--- config.mk ---
export PLATFORM = sky130hd
export DESIGN_NAME = pc16_cycle_seq
export DESIGN_NICKNAME = d
export VERILOG_FILES = /design/src/rtl/pc16_cycle_seq.sv
export SDC_FILE = /design/constraint.sdc
export NUM_CORES = 1
export LEC_CHECK = 0
export BUFFER_PORTS_ARGS = -buffer_cell sky130_fd_sc_hd__buf_2
export CAP_MARGIN = 25
export CORE_ASPECT_RATIO = 0.75
export CORE_MARGIN = 2
export CORE_UTILIZATION = 35
export DETAILED_ROUTE_END_ITERATION = 6
export HOLD_SLACK_MARGIN = 0.1
export PLACE_DENSITY_LB_ADDON = 0.12
export SYNTH_ARGS = -nofsm -noshare
export SYNTH_HDL_FRONTEND = slang
export SYNTH_SLANG_ARGS = --single-unit
--- constraint.sdc ---
create_clock -name clk -period 3 [get_ports clk]
set_input_delay 0.15 -clock clk [delete_from_list [all_inputs] [get_ports clk]]
set_output_delay 0.15 -clock clk [all_outputs]
set_load 0.005 [all_outputs]
--- src/rtl/pc16_cycle_seq.sv ---
module pc16_cycle_seq #(
  parameter int AW = 16,
  parameter int CW = 4,
  parameter int RW = 8
) (
  input  logic          clk,
  input  logic          rst_n,
  input  logic [CW-1:0] setup_clks,
  input  logic [CW-1:0] strobe_clks,
  input  logic [CW-1:0] hold_clks,
  input  logic [RW-1:0] reset_clks,
  input  logic          reset_cmd,
  input  logic          req_valid,
  output logic          req_ready,
  input  logic [1:0]    req_kind,
  input  logic          req_write,
  input  logic          req_wide,
  input  logic          req_last,
  input  logic [AW-1:0] req_addr,
  input  logic [15:0]   req_wdata,
  output logic          rsp_done,
  output logic [15:0]   rsp_rdata,
  output logic          card_reset,
  output logic [AW-1:0] card_addr,
  output logic [15:0]   card_dout,
  output logic          card_dout_en,
  input  logic [15:0]   card_din,
  output logic          oe_n,
  output logic          we_n,
  output logic          iord_n,
  output logic          iowr_n,
  output logic          reg_n,
  input  logic          wait_n,
  input  logic          ready,
  input  logic          wp_dreq,
  input  logic          iois16_n
);

  typedef enum logic [2:0] {IDLE, SETUP, STROBE, WAITCK, HOLD} st_t;

  st_t           st;
  logic [3:0]    sy1, sy2;
  logic [CW-1:0] cnt;
  logic [RW-1:0] rcnt;
  logic [1:0]    k;
  logic          wr, wide, last, second, narrow, done_q;
  logic [AW-1:0] addr_q;
  logic [15:0]   wd_q, rd_q;

  function automatic logic [CW-1:0] lim(input logic [CW-1:0] n);
    return (n == '0) ? '0 : n - 1'b1;
  endfunction

  wire wait_on = ~sy2[0];
  wire rdy_s   = sy2[1];
  wire dreq_s  = sy2[2];
  wire is16_s  = ~sy2[3];

  wire mem  = ~k[1];
  wire io   = (k == 2'd2);
  wire dma  = (k == 2'd3);
  wire busy = (st != IDLE);
  wire act  = (st == STROBE) || (st == WAITCK);

  wire go   = req_kind[1] ? (req_kind[0] ? dreq_s : 1'b1) : rdy_s;
  assign req_ready = !busy && (rcnt == '0) && go;
  wire take = req_valid && req_ready && !reset_cmd;

  assign oe_n   = ~(act & ((mem & ~wr) | (dma & ~wr & last)));
  assign we_n   = ~(act & ((mem &  wr) | (dma &  wr & last)));
  assign iord_n = ~(act & (io | dma) & ~wr);
  assign iowr_n = ~(act & (io | dma) &  wr);
  assign reg_n  = ~(busy & (k != 2'd0));

  assign card_reset   = (rcnt != '0);
  assign card_addr    = addr_q;
  assign card_dout_en = busy & wr;
  assign card_dout    = second ? {8'h00, wd_q[15:8]} : wd_q;
  assign rsp_done     = done_q;
  assign rsp_rdata    = rd_q;

  always_ff @(posedge clk or negedge rst_n) begin
    if (!rst_n) begin
      sy1 <= 4'b1011;
      sy2 <= 4'b1011;
    end else begin
      sy1 <= {iois16_n, wp_dreq, ready, wait_n};
      sy2 <= sy1;
    end
  end

  always_ff @(posedge clk or negedge rst_n) begin
    if (!rst_n) begin
      st     <= IDLE;
      cnt    <= '0;
      rcnt   <= '0;
      k      <= 2'd0;
      wr     <= 1'b0;
      wide   <= 1'b0;
      last   <= 1'b0;
      second <= 1'b0;
      narrow <= 1'b0;
      done_q <= 1'b0;
      addr_q <= '0;
      wd_q   <= '0;
      rd_q   <= '0;
    end else begin
      done_q <= 1'b0;
      if (rcnt != '0) rcnt <= rcnt - 1'b1;
      if (reset_cmd) begin
        st     <= IDLE;
        second <= 1'b0;
        rcnt   <= (reset_clks == '0) ? RW'(1) : reset_clks;
      end else begin
        case (st)
          IDLE: if (take) begin
            k      <= req_kind;
            wr     <= req_write;
            wide   <= req_wide;
            last   <= req_last;
            wd_q   <= req_wdata;
            second <= 1'b0;
            addr_q <= (req_kind == 2'd2 && req_wide) ? {req_addr[AW-1:1], 1'b0} : req_addr;
            cnt    <= lim(setup_clks);
            st     <= SETUP;
          end
          SETUP: if (cnt == '0) begin
            cnt <= lim(strobe_clks);
            st  <= STROBE;
          end else cnt <= cnt - 1'b1;
          STROBE: if (cnt == '0) st <= WAITCK;
                  else cnt <= cnt - 1'b1;
          WAITCK: if (!wait_on) begin
            if (!second) narrow <= io & wide & ~is16_s;
            if (!wr) begin
              if (second)                rd_q[15:8] <= card_din[7:0];
              else if (io & wide & ~is16_s) rd_q[7:0] <= card_din[7:0];
              else if (io & ~wide)       rd_q <= {8'h00, card_din[7:0]};
              else                       rd_q <= card_din;
            end
            cnt <= lim(hold_clks);
            st  <= HOLD;
          end
          HOLD: if (cnt == '0) begin
            if (io & wide & narrow & ~second) begin
              second    <= 1'b1;
              addr_q[0] <= 1'b1;
              cnt       <= lim(setup_clks);
              st        <= SETUP;
            end else begin
              done_q <= 1'b1;
              st     <= IDLE;
            end
          end else cnt <= cnt - 1'b1;
          default: st <= IDLE;
        endcase
      end
    end
  end

  wire any_strobe = ~(oe_n & we_n & iord_n & iowr_n);


  common_no_reg_chk: assert property (@(posedge clk) disable iff (!rst_n)
    (busy && k == 2'd0) |-> reg_n);


  io_strobe_reg_chk: assert property (@(posedge clk) disable iff (!rst_n)
    (!iord_n || !iowr_n) |-> !reg_n);


  wait_stretch_chk: assert property (@(posedge clk) disable iff (!rst_n)
    (st == WAITCK && wait_on && !reset_cmd) |=> any_strobe);


  reset_quiet_chk: assert property (@(posedge clk) disable iff (!rst_n)
    card_reset |-> (!any_strobe && !req_ready));


  done_pulse_chk: assert property (@(posedge clk) disable iff (!rst_n)
    rsp_done |=> !rsp_done);


  addr_steady_chk: assert property (@(posedge clk) disable iff (!rst_n)
    (busy && $past(busy) && !second && $past(!second)) |-> $stable(card_addr));


  mem_ready_chk: assert property (@(posedge clk) disable iff (!rst_n)
    (req_ready && !req_kind[1]) |-> rdy_s);

endmodule

==> results.md <==
* Status: complete, no violations
* Setup TNS Final at 0 ns
* Worst Setup Slack, final at 0.463 ns
* Ys async rst share at 100%
* Total congestion overflow at 0
* Worst slew pin tran at 0.745 ns
* Die Span Y at 96.9 um
* Sequential cell area fraction in the yosys report at between 40% and 50%
* Mapped Area at a little over 4000 um^2
* CTS Sinks at 79
* Row cnt at 33
* Max-Slew Margin vs Limit at 49.7%
* Worst hold path type: input port to register
* Core area at 11100 um^2
* RSZ-0062 raised after global routing: false
* Overall routing resource usage at 17.3%
* Post-synth net total at 450
* Leak pwr at roughly 2.9 nW
* Primary FF master, synth: dfrtp_1
* Cell chain of the critical path: or4_4, nor4b_4, inv_4, o21a_4, or4_1, mux2i_1
* Yosys reg bits at 79
* DR WL/cell at 15.1 um
* Area grow syn2layout at 42.8%
* IO Port Bufs at 137
* Avg Cell Area, Syn at 11.2 um^2
* Hold Vio Cnt, Final at 0
* Tot Pwr at 3.05 mW
* CTS tree: yes
* VDD IR-drop max at a little over 0.3 mV
* Crit-path max cell delay at 0.62 ns
* Final Cycle Share at between 80% and 90%
* Fillers at 1029
* # DRC at 0
* Arrival @ worst endpoint at between 2 and 3 ns
* # placed instances at 624
* Max-slew violation count at 0
* Fin nets at 644
* Mapped Cells at 360
* Req. time, crit path at approximately 3.2 ns
* Post-route ant nets at 0
* DR iter-0 viols at between 100 and 150
* Global-route wire length before repair at 17.1 mm
* CTS Buffer Depth at 2
* Non-Filler Instances at 699
* Initial Util at 36.4%
* IO Pins at 138
* Power density cells at 531 nW/um^2
* Die W at 128 um
* Post-Route WL at around 11 mm
* Place WS at just under 0.5 ns
* CTS Buf Count at 9
* Antenna violations before repair at 0
* Final Core Density at between 50% and 60%
* FMAX at 394 MHz
* Final min period at 2.54 ns
* Vias in the first global route at 3397
* Crit-path slowest cell: or4_1
* Largest net degree at the start of global routing at 80
* Diode count at 0
* EDFF count, synth at 0
* Synth cell types at 53
* Routability cong. at 0.797
* Worst hold stages at 3
* Via-to-Cell Ratio at 4.93
* Worst Skew at 0.00767 ns
* Final setup fails at 0
* Root Driver: clkbuf_16
* H-tree levels at 3
* DP HPWL at slightly above 7 mm
* Max-cap check violation count at 0
* R2R cell count at 6
* Reg clk slew, reported paths at roughly 0.060 ns
* CP Capture Type: register
* YS warnings at 0
* Worst Path Max Fanout at 7
* CP Launch Type: register
* Die area at 12400 um^2
* Via count at 3447
* Share of cells above drive strength 1 at 41.3%
* Drt first pass iters at 4
* Crit path kind: register to register
* Clock Latency Late Sink at about 0.33 ns
-- layer usage --
layer	track usage, %	vias up	part of all wire (%)
met5	0	-	0
met4	5.33	0	1.8
met3	4.81	18	6.1
met2	25.6	120	43
met1	24.6	1620	49
li1	-	1689	-
-- power by group --
part	internal (mW)	switching [mW]	leakage [nW]
combinational	0.370	0.314	1.68
sequential	1.20	0.121	1.04
clock	0.611	0.441	0.138
total	2.18	0.876	2.86
-- cell usage after synthesis (5+ instances only) --
cell type / instances / area share, %
dfrtp_1: 73 / 45
mux2_2: 55 / 15
nand2_1: 24 / 2.2
o21ai_0: 22 / 2.7
inv_1: 19 / 1.8
nor2_1: 17 / 1.6
nor3_1: 14 / 1.7
clkbuf_1: 12 / 1.1
nor2b_1: 11 / 1.7
a22oi_1: 9 / 1.7
ha_1: 9 / 2.8
xnor2_1: 7 / 1.5
dfstp_2: 6 / 3.9
a21oi_1: 5 / 0.62
o31ai_1: 5 / 0.93
-- path summary, 6_finish.rpt --
check	from	to	slack [ns]
max	rcnt[4]$_DFFE_PN0P_	cnt[0]$_DFFE_PN0P_	0.46
min	card_din[10]	rsp_rdata[10]$_DFFE_PN0P_	0.12
max reg2reg	rcnt[4]$_DFFE_PN0P_	cnt[0]$_DFFE_PN0P_	0.46
min reg2reg	sy1[2]$_DFF_PN0_	sy2[2]$_DFF_PN0_	0.35
max in group asynchronous	rst_n	sy2[3]$_DFF_PN1_	2.17
min in group asynchronous	rst_n	cnt[1]$_DFFE_PN0P_	0.20
-- layout by cell type, fill, tap and decap left out, drive strengths merged, types with 3 or more instances in the layout --
master,count
mux2,56
o31ai,5
dfrtp,73
nor3b,4
nor2b,11
ha,9
or4,3
mux2i,4
nor2,17
a21oi,5
o21ai,24
buf,143
o211ai,3
xnor2,7
clkbuf,11
nor4,5
nand2,24
dfstp,6
or3b,4
nor4b,3
nor3,14
o311ai,3
nand3,4
a22oi,9
o22ai,3
dlygate4sd3,58
xor2,3
inv,21
-- cells by family after synthesis --
family	after synthesis	share of synthesized area (%)
AO/OA/AOI/OAI	66	11.1
XOR/XNOR	10	2.17
adder cells (fa/ha/maj)	9	2.80
buffers and inverters	38	4.22
flip-flops	79	49.3
multiplexers	60	16.7
AND/OR/NAND/NOR	98	13.8
-- layout make-up --
cell class                      instances  area (um^2)  area share, %
Timing Repair Buffer                  201         1350           23.4
Clock inverter                          5         41.3          0.718
Clock buffer                           11          253           4.40
Inverter                               20         77.6           1.35
Multi-Input combinational cell        243         1870           32.6
Tap cell                              140          175           3.05
Sequential cell                        79         1980           34.5
-- per-stage QoR --
stage	hold slack (ns)	area, um^2
2_1_floorplan	-0.146	4030
3_3_place_gp	0.257	4850
3_5_place_dp	0.258	4850
4_1_cts	0.112	5720
5_1_grt	0.114	5750
6_report	0.124	5750
-- what timing repair did --
item	in CTS	in global routing
resized for setup	0	0
setup endpoints to repair	0	0
hold buffers	58	0
buffers inserted	0	0
hold endpoints to repair	130	0
-- worst max-delay path: cells and delay by family (launching register included) --
family | cells | cell delay (ns)
AOI/OAI and AO/OA | 1 | 0.25
buffers and inverters | 1 | 0.10
DFF | 1 | 0.40
muxes | 1 | 0.17
and+or+nand+nor | 3 | 1.50
-- registers in the layout (all words and copies together), names as in the netlist, 2 cells and up --
| register | cells |
|---|---|
| wd_q | 16 |
| rsp_rdata | 16 |
| sy1 | 4 |
| card_addr | 16 |
| cnt | 4 |
| rcnt | 8 |
| st | 3 |
| k | 2 |
| sy2 | 4 |
No activity file was read; power rests on OpenSTA's default activity.
